**src/rtl/rnd_pkg.sv**
```systemverilog
package rnd_pkg;
  typedef enum logic [1:0] {
    RM_NEAR = 2'b00,
    RM_ZERO = 2'b01,
    RM_PINF = 2'b10,
    RM_NINF = 2'b11
  } rnd_mode_e;
endpackage

```
**src/rtl/rnd_decide.sv**
```systemverilog
module rnd_decide
  import rnd_pkg::*;
(
  input  logic      guard_i,
  input  logic      rbit_i,
  input  logic      sticky_i,
  input  logic      lsb_i,
  input  logic      sign_i,
  input  rnd_mode_e mode_i,
  output logic      inexact_o,
  output logic      up_o
);
  logic lost;
  assign lost = guard_i | rbit_i | sticky_i;
  assign inexact_o = lost;

  always_comb begin
    up_o = 1'b0;
    if (lost) begin
      unique case (mode_i)
        RM_NEAR: up_o = guard_i & (rbit_i | sticky_i | lsb_i);
        RM_ZERO: up_o = 1'b0;
        RM_PINF: up_o = ~sign_i;
        RM_NINF: up_o = sign_i;
        default: up_o = 1'b0;
      endcase
    end
  end
endmodule

```
**src/rtl/rnd_incr.sv**
```systemverilog
module rnd_incr #(
  parameter int W = 24
) (
  input  logic [W-1:0] a_i,
  input  logic         inc_i,
  output logic [W-1:0] sum_o,
  output logic         cout_o
);
  logic [W:0] c;
  assign c[0] = inc_i;
  for (genvar i = 0; i < W; i++) begin : g_bit
    assign sum_o[i] = a_i[i] ^ c[i];
    assign c[i+1]   = a_i[i] & c[i];
  end
  assign cout_o = c[W];
endmodule

```
**src/rtl/rnd_ovf.sv**
```systemverilog
module rnd_ovf
  import rnd_pkg::*;
(
  input  logic      ovf_i,
  input  logic      sign_i,
  input  rnd_mode_e mode_i,
  output logic      to_inf_o,
  output logic      to_max_o
);
  logic pick_inf;
  always_comb begin
    unique case (mode_i)
      RM_NEAR: pick_inf = 1'b1;
      RM_ZERO: pick_inf = 1'b0;
      RM_PINF: pick_inf = ~sign_i;
      RM_NINF: pick_inf = sign_i;
      default: pick_inf = 1'b1;
    endcase
  end
  assign to_inf_o = ovf_i & pick_inf;
  assign to_max_o = ovf_i & ~pick_inf;
endmodule

```
**src/rtl/rnd_stage.sv**
```systemverilog
module rnd_stage
  import rnd_pkg::*;
#(
  parameter int MANT_W = 24,
  localparam int IN_W = MANT_W + 2
) (
  input  logic              clk_i,
  input  logic              rst_ni,
  input  logic [IN_W-1:0]   mant_i,
  input  logic              sticky_i,
  input  logic              sign_i,
  input  logic [1:0]        mode_i,
  input  logic              ovf_i,
  output logic [MANT_W-1:0] mant_o,
  output logic              carry_o,
  output logic              inexact_o,
  output logic              frac_inexact_o,
  output logic              rounded_up_o,
  output logic              ovf_to_inf_o,
  output logic              ovf_to_max_o
);
  rnd_mode_e           mode;
  logic [MANT_W-1:0]   base, sum;
  logic                cout, inx, up, to_inf, to_max;

  assign mode = rnd_mode_e'(mode_i);
  assign base = mant_i[IN_W-1:2];

  rnd_decide u_decide (
    .guard_i  (mant_i[1]),
    .rbit_i   (mant_i[0]),
    .sticky_i (sticky_i),
    .lsb_i    (mant_i[2]),
    .sign_i   (sign_i),
    .mode_i   (mode),
    .inexact_o(inx),
    .up_o     (up)
  );

  rnd_incr #(.W(MANT_W)) u_incr (
    .a_i   (base),
    .inc_i (up),
    .sum_o (sum),
    .cout_o(cout)
  );

  rnd_ovf u_ovf (
    .ovf_i   (ovf_i),
    .sign_i  (sign_i),
    .mode_i  (mode),
    .to_inf_o(to_inf),
    .to_max_o(to_max)
  );

  always_ff @(posedge clk_i or negedge rst_ni) begin
    if (!rst_ni) begin
      mant_o         <= '0;
      carry_o        <= 1'b0;
      inexact_o      <= 1'b0;
      frac_inexact_o <= 1'b0;
      rounded_up_o   <= 1'b0;
      ovf_to_inf_o   <= 1'b0;
      ovf_to_max_o   <= 1'b0;
    end else begin
      mant_o         <= sum;
      carry_o        <= cout;
      inexact_o      <= inx;
      frac_inexact_o <= inx;
      rounded_up_o   <= up;
      ovf_to_inf_o   <= to_inf;
      ovf_to_max_o   <= to_max;
    end
  end
endmodule

```
**config.mk**
```make
export PLATFORM = sky130hd
export DESIGN_NAME = rnd_stage
export DESIGN_NICKNAME = d
export VERILOG_FILES = /design/src/rtl/rnd_pkg.sv /design/src/rtl/rnd_decide.sv /design/src/rtl/rnd_incr.sv /design/src/rtl/rnd_ovf.sv /design/src/rtl/rnd_stage.sv
export SDC_FILE = /design/constraint.sdc
export NUM_CORES = 1
export LEC_CHECK = 0
export ABC_AREA = 1
export BUFFER_PORTS_ARGS = -buffer_cell sky130_fd_sc_hd__clkbuf_2
export CAP_MARGIN = 15
export CELL_PAD_IN_SITES_DETAIL_PLACEMENT = 2
export CELL_PAD_IN_SITES_GLOBAL_PLACEMENT = 2
export CORE_ASPECT_RATIO = 0.9
export CORE_UTILIZATION = 30
export CTS_BUF_LIST = sky130_fd_sc_hd__clkbuf_8
export DETAILED_ROUTE_END_ITERATION = 12
export PLACE_DENSITY_LB_ADDON = 0.1
export SYNTH_ARGS = -nofsm -noshare
export SYNTH_HDL_FRONTEND = slang
export SYNTH_SLANG_ARGS = --single-unit
```
**constraint.sdc**
```tcl
create_clock -name clk_i -period 0.8 [get_ports clk_i]
set_input_delay 0.08 -clock clk_i [delete_from_list [all_inputs] [get_ports clk_i]]
set_output_delay 0.08 -clock clk_i [all_outputs]
set_load 0.01 [all_outputs]
```
; After elaboration in Yosys (flattened, before gate mapping)
; Cells that the tools add are included.
[word_totals]
regBits = 29
latchBits = 0
ram_bits = 0
mem_bits_ro = 0
in_bits = 33
out_inout_bits = 30
elab_cells = 70
memories = 0
[op_classes]
add_sub_neg = 0
mul = 0
n_div = 0
order_cmp = 0
n_eq_ne = 3
n_shift = 0
mux = 3
bitwise = 57
n_reduce_logical = 1
[op_table]
columns = operator, n
row1 = $and 1x1->1, 27
row2 = $xor 1x1->1, 24
row3 = $pmux 1 s4, 2
row4 = $eq 2x2->1 const B, 2
row5 = $or 1x1->1, 4
row6 = $eq 2x1->1 const B, 1
row7 = $logic_not 2->1, 1
row8 = $not 1->1, 2
row9 = $mux 1, 1

; Longest topological paths before layout
; Gate-level depths: netlist of run 1.
[logic_depth]
depth_word = 29
mapped_depth = 30
depth_no_buf = 30

; Cells and area by module
; From an unflattened synthesis of run 1, not the netlist that was laid out.
[unflattened]
cells_unflattened = 76
hier_area_um2 = 1127.3
[modules_own_cells]
columns = module, n_inst, cells_each, area_each_um2, seq_area_each_um2
row1 = rnd_stage, 1, 30, 733.2, 725.7
row2 = rnd_incr, 1, 24, 300.3, 0.0
row3 = rnd_decide, 1, 14, 61.3, 0.0
row4 = rnd_ovf, 1, 8, 32.5, 0.0

; Worst setup path before layout of run 1
; OpenSTA, ideal clock, no wires.
[synth_path]
path_type = input to register
startpoint = input port sticky_i
endpoint = register mant_o[23]
setup_time_ns = 0.126
t_arrival_ns = 4.635
required_ns = 0.674
setup_slack_ns = -3.961
path_stages = 30
n_path_buf = 0
path_cell_list = nor2_1 -> nand2_1 -> nand2_1 -> nand2_1 -> nand2_1 -> inv_1 -> ha_1 -> ha_1 -> ha_1 -> ha_1 -> ha_1 -> ha_1 -> ha_1 -> ha_1 -> ha_1 -> ha_1 -> ha_1 -> ha_1 -> ha_1 -> ha_1 -> ha_1 -> ha_1 -> ha_1 -> ha_1 -> ha_1 -> ha_1 -> ha_1 -> ha_1 -> ha_1 -> ha_1
[synth_via]
word_cells_on_any_way = 30
classes_between = mux: 2 / bitwise: 28
[synth_lines]
columns = element, line_no
row1 = "start, declared", rnd_stage.sv:10  ; input logic sticky_i,
row2 = $or 1x1->1, rnd_decide.sv:14  ; assign lost = guard_i | rbit_i | sticky_i;
row3 = via inx, rnd_stage.sv:24  ; logic cout, inx, up, to_inf, to_max;
row4 = $mux 1, rnd_decide.sv:19  ; if (lost) begin
row5 = via u_decide.up_o, rnd_decide.sv:11  ; output logic up_o
row6 = $and 1x1->1 (23 in a row), rnd_incr.sv:13  ; assign c[i+1] = a_i[i] & c[i];
row7 = $xor 1x1->1, rnd_incr.sv:12  ; assign sum_o[i] = a_i[i] ^ c[i];
row8 = via sum[23], rnd_stage.sv:23  ; logic [MANT_W-1:0] base, sum;
row9 = "end signal, assigned", rnd_stage.sv:65  ; mant_o <= sum;
row10 = "end, declared", rnd_stage.sv:14  ; output logic [MANT_W-1:0] mant_o,
; The timed path passes the listed nets, and every way through them passes these cells.

; Worst setup path after layout of run 1
[layout_path]
startpoint = input port mode_i[0]
endpoint = register mant_o[23]
[layout_via]
elab_chain_len = 27
word_cells_on_any_way = 30
classes_between = eq/ne: 3 / mux: 2 / bitwise: 24 / reduce/logical: 1
[layout_rtl]
columns = element, line_no
row1 = "start, declared", rnd_stage.sv:12  ; input logic [1:0] mode_i,
row2 = $eq 2x2->1 (tied with other cells), rnd_decide.sv:20  ; unique case (mode_i)
row3 = $pmux 1 s4 (*), rnd_decide.sv:20
row4 = $mux 1 (*), rnd_decide.sv:19
row5 = via u_decide.up_o, rnd_decide.sv:11
row6 = $and 1x1->1 (*) (23 in a row), rnd_incr.sv:13
row7 = $xor 1x1->1 (*), rnd_incr.sv:12
row8 = via sum[23], rnd_stage.sv:23
; The timed path passes the listed nets; every way through them passes the cells marked *.

==> impl_metrics.csv, run 1 <==
group,metric,value,unit
outcome,status,"finished with violations",
outcome,failed_checks,"negative setup slack",
synthesis,yosysTopAreaCell,"dfrtp_1",
worst_setup_path,slowest_stage,"ha_4",
synthesis,syn_avg_cell_area,14.9,sq um
timing,period_needed,4290,ps
synthesis,synth_adder_area_share,26.9,%
worst_setup_path,critPathMaxFanout,3,
synthesis,yosys-top-cells-area,"dfrtp_1 (65%), ha_1 (27%), nand2_1 (2.7%), inv_1 (2.0%), nor2_1 (1.7%)",
detailed_routing,drtIter0Drc,8,
hold_path,min_to,"mant_o[10]",
worst_setup_path,cp-end-kind,"flip-flop",
detailed_routing,first_pass_iters,2,
timing,max_freq,233,MHz
detailed_routing,route.met2.wl,1.96,mm
cells_and_area,final_util,59.0,%
worst_setup_path,critPathRequiredTime,970,ps
die,rows,20,
job,drv_cap,0,
cells_and_area,fin_nets,209,
die,dieWidth,66.3,um
global_route,grt_pass1_vias,992,
synthesis,yosysMostFrequentCell,"dfrtp_1",
global_route,antenna_found_initial,0,
synthesis,synth-async-reset-ratio,100,%
die,die_area,3970,sq um
synthesis,ys_types,8,
synthesis,synth-main-ff-cell,"dfrtp_1",
synthesis,synthesis.instances,75,
worst_setup_path,worstPathArrival,4460,ps
detailed_routing,wirelength,3.51,mm
die,die_h,59.9,um
detailed_routing,top_layer_used,"met4",
global_route,track_usage,19.5,%
cts,cts_max_path_buffers,2,
synthesis,synth-simple-area-share,5.38,%
placement,gp_congestion,0.639,
cts,cts_buffers,5,
placement,hpwl,2.50,mm
synthesis,synth-xor-area-share,0,%
synthesis,synth_edf_count,0,
cells_and_area,n_fill_cell,313,
synthesis,synthesis.nets,132,
pwr,power_leakage,0.973,nW
timing,hold_viol,0,
cells_and_area,drive_gt1_share,75.7,%
synthesis,muxShareOfSynthArea,0,%
global_route,grt_remaining_overflow,0,
cts,clock-sinks,29,
cts,htreeDepth,2,
timing,finalSetupViolations,54,
detailed_routing,drcViolationCount,0,
timing,fin_ws,-3490,ps
synthesis,ys_seq_area_share,65.0,%
die,ios,63,
cts,cts_tree,"done",
cells_and_area,n_antenna_cell,0,
cts,clk_pin_slew,60,ps
timing,rsz0062_at_grt,"true",
timing,period_share,536,%
timing,finalMaxSlewViolations,0,
hold_path,min_path_cells,2,
hold_path,min_path_type,"input port to flip-flop",
placement,portBuffers,62,
detailed_routing,wl_per_cell,17.9,um
synthesis,yosys-top-cells-count,"dfrtp_1 (29), ha_1 (24), nand2_1 (8)",
cells_and_area,area_delta_synth_final,82.5,%
detailed_routing,avgViaCountPerCell,4.36,
pwr,powerDensity,1650,nW/um^2
synthesis,synth_top_family_by_area,"adder cells",
detailed_routing,ant_nets,0,
global_route,grt_max_degree,30,
worst_setup_path,path_class,"input port to flip-flop",
die,start_util,32.3,%
worst_setup_path,crit_top_cell,"ha_4",
die,core-area,3450,sq um
detailed_routing,wl_met1,1.30,mm
global_route,grt_pass1_wl,5.18,mm
detailed_routing,dr_wl_met3,222,um
pwr,power,0.00335,W
synthesis,ys_seq_elements,29,
synthesis,synth_top_area_share,65.0,%
cts,cts-root-buf,"clkbuf_8",
hold_path,min_from,"mant_i[12]",
detailed_routing,vias,855,
pwr,ir_worst_vdd,1.10,mV
synthesis,syn-cell-area,1120,sq um
worst_setup_path,slowest_delay,200,ps
synthesis,synth_compound_area_share,0,%
synthesis,yosysWarnings,0,
timing,worst_pin_slew,225,ps
worst_setup_path,cp-start-kind,"input port",
timing,slew_headroom,84.9,%
==> logic make-up after synthesis <==
logic type | after synthesis
and+or+nand+nor | 15
buffers and inverters | 7
adders and majority gates | 24
DFF | 29
==> worst max-delay path: cells and delay by family <==
kind	cells	cell delay [ps]
fa+ha+maj	24	3770
buf+inv	2	180
simple gates	5	380
==> stage by stage <==
stage	std cells	TNS, ps	worst slack, ps	instance area (sq um)	hold WS, ps
detailed placement	187	-51650	-3790	1870	64.4
floorplan	75	-44260	-3440	1440	-216
finish	196	-45270	-3490	2040	49.0
CTS	195	-44940	-3470	2000	39.9
global placement	187	-50000	-3700	1870	44.4
global route	196	-47560	-3580	2040	43.0
==> how the worst max path moves through the flow <==
stage,slack (ps),depth (start not counted),startpoint,end
CTS,-3470,31,mode_i[0],mant_o[23]
finish,-3490,31,mode_i[0],mant_o[23]
detailed placement,-3790,31,mode_i[0],mant_o[23]
global route,-3580,31,mode_i[0],mant_o[23]
global placement,-3700,31,mode_i[1],mant_o[23]
floorplan,-3440,30,mode_i[1],mant_o[23]
==> timing repair <==
action                                 CTS  global route
hold buffers                             1             0
setup buffers                            0             1
gates resized for setup                 11            10
endpoints found under the hold margin   29             0
gates cloned                             0             0
pin swaps                                6            10
setup endpoints to repair               54            54
==> report_power, final <==
part | switching [W] | leakage [nW] | internal (W)
Sequential | 0.0000315 | 0.341 | 0.00156
Combinational | 0.000287 | 0.584 | 0.000265
Clock | 0.000542 | 0.0485 | 0.000668
==> routing by layer <==
metal | vias up | track usage, %
met4 | 0 | 3.65
met5 | - | 0
li1 | 399 | -
met1 | 415 | 22.0
met3 | 4 | 8.02
met2 | 37 | 34.8
==> area by class of cell <==
type	instances	area, sq um	area share, %
Clock buffer	6	82.6	4.05
Sequential cell	29	726	35.6
Inverter	6	22.5	1.11
Multi-Input combinational cell	39	716	35.1
Tap cell	44	55.1	2.70
Clock inverter	1	3.75	0.184
Timing Repair Buffer	71	432	21.2
==> cells in the final DEF (no fill, tap or decap) <==
| master | Yosys | layout |
|---|---|---|
| nand2_2 | 0 | 7 |
| inv_1 | 6 | 5 |
| nor2_2 | 1 | 1 |
| nor2_4 | 0 | 4 |
| nand2_4 | 0 | 1 |
| nor2_1 | 5 | 1 |
| inv_2 | 0 | 2 |
| nor3_1 | 1 | 1 |
| clkbuf_2 | 0 | 58 |
| ha_4 | 0 | 24 |
| dfrtp_1 | 29 | 29 |
| buf_6 | 0 | 3 |
| dlygate4sd3_1 | 0 | 1 |
| buf_4 | 1 | 7 |
| clkbuf_8 | 0 | 6 |
| buf_12 | 0 | 1 |
| clkbuf_16 | 0 | 1 |
==> registers in the layout, summed over array words and instances (netlist names) <==
| register | flops |
|---|---|
| carry_o | 1 |
| frac_inexact_o | 1 |
| mant_o | 24 |
| ovf_to_inf_o | 1 |
| ovf_to_max_o | 1 |
| rounded_up_o | 1 |
Note: power is estimated with default switching activity, not from simulation.
==> inputs of run 2 (changes only) <==
Settings changed: RECOVER_POWER set to 50.
==> run 2 against run 1 <==
The run still ends with negative setup slack left. Combinational power is 2% lower. Total power is 0.42% lower. Sequential cell count stayed put. Critical path type unchanged. Critical endpoint unchanged. Largest power group unchanged.
==> impl_metrics.csv, run 2 (synthesis results as in run 1) <==
group,metric,value,unit
detailed_routing,vias,857,
pwr,power_leakage,0.968,nW
die,die_area,3970,sq um
global_route,grt_pass1_wl,5.18,mm
timing,hold_ws,50.6,ps
timing,fin_ws,-3490,ps
global_route,antenna_found_initial,0,
cells_and_area,area_delta_synth_final,81.4,%
timing,hold_viol,0,
detailed_routing,ant_nets,0,
detailed_routing,drtIter0Drc,15,
cts,clock-sinks,29,
detailed_routing,avgViaCountPerCell,4.37,
worst_setup_path,cp-start-kind,"input port",
global_route,grt_remaining_overflow,0,
placement,hpwl,2.50,mm
worst_setup_path,critPathMaxFanout,3,
global_route,track_usage,19.5,%
outcome,failed_checks,"negative setup slack",
cells_and_area,top_register,"mant_o",
cts,cts-root-buf,"clkbuf_8",
placement,gp_congestion,0.639,
timing,tns,-45200,ps
cells_and_area,final_common_cell,"clkbuf_2",
worst_setup_path,slowest_stage,"ha_4",
worst_setup_path,cp-endpoint,"mant_o[23]",
detailed_routing,drcViolationCount,0,
timing,rsz0062_at_grt,"true",
cts,cts_max_path_buffers,2,
job,drv_cap,0,
cts,cts_buffers,5,
die,core-area,3450,sq um
timing,finalMaxSlewViolations,0,
cells_and_area,final_util,58.6,%
worst_setup_path,path_class,"input port to flip-flop",
placement,placed_area,1870,sq um
cells_and_area,fin_area,2020,sq um
worst_setup_path,worstPathArrival,4460,ps
timing,finalSetupViolations,54,
hold_path,min_path_cells,2,
die,start_util,32.3,%
worst_setup_path,critPathRequiredTime,970,ps
timing,slew_headroom,73.1,%
timing,period_share,536,%
pwr,ir_worst_vdd,1.10,mV
worst_setup_path,cp-end-kind,"flip-flop",
die,ios,63,
cells_and_area,largest_reg_flops,24,
worst_setup_path,startpoint,"mode_i[0]",
worst_setup_path,crit_top_cell,"ha_4",
die,die_h,59.9,um
worst_setup_path,slowest_delay,200,ps
global_route,grt_max_degree,30,
placement,portBuffers,62,
detailed_routing,wirelength,3.51,mm
die,rows,20,
cts,cts_tree,"done",
detailed_routing,first_pass_iters,3,
global_route,grt_pass1_vias,992,
hold_path,min_path_type,"input port to flip-flop",
cts,clk_pin_slew,60,ps
cells_and_area,final_cell_mix,"clkbuf_2 (58), dfrtp_1 (29), ha_4 (24), nand2_2 (7), buf_4 (7)",
detailed_routing,wl_per_cell,17.9,um
timing,period_needed,4290,ps
die,dieWidth,66.3,um
outcome,status,"finished with violations",
pwr,powerDensity,1650,nW/um^2
cts,htreeDepth,2,
cells_and_area,fin_nets,209,
cells_and_area,n_antenna_cell,0,
timing,worst_pin_slew,404,ps
timing,max_freq,233,MHz
cells_and_area,drive_gt1_share,75.7,%
run 2: cell count changes in the layout (fill, tap and decap cells not counted):
cell	delta
buf_12	-1
clkbuf_4	+1
run 2: per-stage QoR:
step	cells	setup WS (ps)	total power [W]
6_report	196	-3490	0.00334
5_1_grt	196	-3580	0.00348
4_1_cts	195	-3470	0.00335
3_5_place_dp	187	-3790	0.00211
3_3_place_gp	187	-3700	0.00205
2_1_floorplan	75	-3440	0.00176
run 2: worst max-delay path: cells and delay by family:
kind	cells	cell delay (ps)
simple gates	5	370
buf+inv	2	180
fa+ha+maj	24	3770
run 2: power breakdown:
group          total [W]  switching (W)  internal, W
clock network    0.00121       0.000538     0.000668
registers        0.00159      0.0000315      0.00156
logic           0.000543       0.000285     0.000258
run 2: how the worst min path moves through the flow:
stage | endpoint | start | slack [ps]
2_1_floorplan | carry_o | rst_ni | -220
3_3_place_gp | mant_o[12] | rst_ni | 40
3_5_place_dp | mant_o[13] | rst_ni | 60
4_1_cts | mant_o[20] | mant_i[22] | 40
5_1_grt | mant_o[8] | mant_i[10] | 40
6_report | mant_o[10] | mant_i[12] | 50
run 2: timing repair:
item | CTS | global route
endpoints found under the setup margin | 54 | 54
cloned | 0 | 0
setup buffers | 0 | 1
hold buffers | 1 | 0
resized for setup | 11 | 10
pin swaps | 6 | 10
endpoints found under the hold margin | 29 | 0
run 2: layout make-up:
cell class	instances	area [sq um]
inverters	6	22.5
well taps	44	55.1
fillers	315	1430
multi-input cells	39	716
repair buffers	71	419
clock buffers	6	82.6
clock inverters	1	3.75
flip-flops and latches	29	726
run 2: layer usage:
metal	share of wire (%)	vias up	routed length, um	GRT usage (%)
met5	0	-	0	0
met4	0.74	0	26	3.65
met3	6.5	4	227	8.02
met2	56	37	1960	34.8
met1	37	418	1290	22.0
li1	-	398	-	-
==> inputs of run 3 (changes only) <==
Settings changed: MAX_ROUTING_LAYER set to met4.
==> run 3 against run 2 <==
Final cell count unchanged. Sequential share of layout area did not move. Clock-buffer cell count is the same. Via count shrank 0.58%. Critical path type unchanged. Global-route usage grew 0.59 points. Core utilization unchanged. Total power shrank 0.24%. The run still ends with negative setup slack left. Die area stayed put. Clock power about the same. Fmax about the same. Sequential cell count is the same. Combinational power is essentially flat.
==> impl_metrics.csv, run 3 (synthesis results as in run 1) <==
group,metric,value,unit
detailed_routing,wl_per_cell,17.9,um
worst_setup_path,slowest_delay,200,ps
detailed_routing,drcViolationCount,0,
worst_setup_path,cp-end-kind,"flip-flop",
cells_and_area,final_cell_mix,"clkbuf_2 (58), dfrtp_1 (29), ha_4 (24), nand2_2 (7), buf_4 (7)",
pwr,pwr-share-clk,36.0,%
global_route,grt_remaining_overflow,0,
detailed_routing,wirelength,3.51,mm
placement,portBuffers,62,
detailed_routing,vias,852,
timing,period_needed,4290,ps
worst_setup_path,cp-start-kind,"input port",
detailed_routing,first_pass_iters,3,
pwr,switching_share,25.4,%
worst_setup_path,critPathMaxFanout,3,
die,die_h,59.9,um
timing,hold_viol,0,
placement,gp_congestion,0.645,
timing,max_freq,233,MHz
placement,placed_area,1870,sq um
placement,dp_cells,187,
global_route,grt_max_degree,30,
cts,cts_max_path_buffers,2,
timing,hold_ws,53.4,ps
pwr,p_sw,0.000847,W
timing,rsz0062_at_grt,"true",
detailed_routing,ant_nets,0,
global_route,antenna_found_initial,0,
global_route,grt_pass1_wl,5.18,mm
cts,cts_buffers,5,
timing,finalMaxSlewViolations,0,
pwr,p_int,0.00248,W
cells_and_area,n_antenna_cell,0,
pwr,powerDensity,1640,nW/um^2
worst_setup_path,slowest_stage,"ha_4",
hold_path,min_path_type,"input port to flip-flop",
detailed_routing,avgViaCountPerCell,4.35,
cts,clock-sinks,29,
timing,finalSetupViolations,54,
die,die_area,3970,sq um
worst_setup_path,worstPathArrival,4450,ps
cells_and_area,final_common_cell,"clkbuf_2",
outcome,status,"finished with violations",
outcome,failed_checks,"negative setup slack",
global_route,track_usage,20.1,%
die,start_util,32.3,%
cts,htreeDepth,2,
die,core-area,3450,sq um
job,drv_cap,0,
cells_and_area,fin_area,2020,sq um
cells_and_area,largest_reg_flops,24,
pwr,ir_worst_vdd,1.10,mV
die,ios,63,
die,dieWidth,66.3,um
pwr,p_comb_share,16.3,%
placement,preCtsSetupSlack,-3790,ps
worst_setup_path,crit_top_cell,"ha_4",
cts,cts_tree,"done",
detailed_routing,drtIter0Drc,27,
pwr,p_seq_share,47.7,%
worst_setup_path,path_class,"input port to flip-flop",
cts,clk_pin_slew,60,ps
pwr,power_leakage,0.968,nW
timing,period_share,536,%
timing,worst_pin_slew,405,ps
pwr,power,0.00333,W
global_route,grt_pass1_vias,993,
cells_and_area,drive_gt1_share,75.7,%
placement,hpwl,2.50,mm
timing,slew_headroom,73.0,%
cells_and_area,area_delta_synth_final,81.4,%
cells_and_area,top_register,"mant_o",
worst_setup_path,critPathRequiredTime,970,ps
timing,fin_ws,-3490,ps
die,rows,20,
cells_and_area,fin_nets,209,
cts,cts-root-buf,"clkbuf_8",
cells_and_area,final_cells,196,
run 3: per-stage QoR:
step | util, % | TNS, ps
floorplan | - | -44260
global placement | 54.1 | -50000
detailed placement | 54.1 | -51650
CTS | 58.0 | -44940
global route | 58.6 | -47560
finish | 58.6 | -45090
run 3: critical path: cells and delay by family:
family	cells	cell delay (ps)
AND/OR/NAND/NOR	4	320
buffers and inverters	3	230
adder cells (fa/ha/maj)	24	3770
run 3: path summary, 6_finish.rpt:
path	end	from	cells after the start
worst max-delay path	mant_o[23]	mode_i[0]	31
max in group asynchronous	mant_o[23]	rst_ni	3
worst min-delay path	mant_o[10]	mant_i[12]	2
min in group asynchronous	frac_inexact_o	rst_ni	3
run 3: power by group through the flow:
stage               registers, W  clock network, W  logic (W)
global route             0.00160           0.00129   0.000594
floorplan                0.00166                 0   0.000102
finish                   0.00159           0.00120   0.000542
detailed placement       0.00161                 0   0.000500
global placement         0.00160                 0   0.000447
CTS                      0.00159           0.00123   0.000532
run 3: cell type report:
type | instances | area, sq um
clock buffer | 6 | 82.6
clock inverter | 1 | 3.75
fill | 315 | 1430
inverter | 6 | 22.5
multi-input combinational | 39 | 716
sequential | 29 | 726
tap | 44 | 55.1
timing repair buffer | 71 | 419
run 3: routing by layer:
layer	GRT usage, %	vias up	share of wire, %
met4	3.65	0	0.68
met5	-	-	0
met3	8.40	3	5.8
met1	21.8	414	37
li1	-	397	-
met2	34.8	38	56
run 3: repair_timing:
action | CTS | global route
buffers inserted | 0 | 1
pin swaps | 6 | 10
hold buffers | 1 | 0
hold endpoints to repair | 29 | 0
resized for setup | 11 | 10
setup endpoints to repair | 54 | 54
cloned | 0 | 0
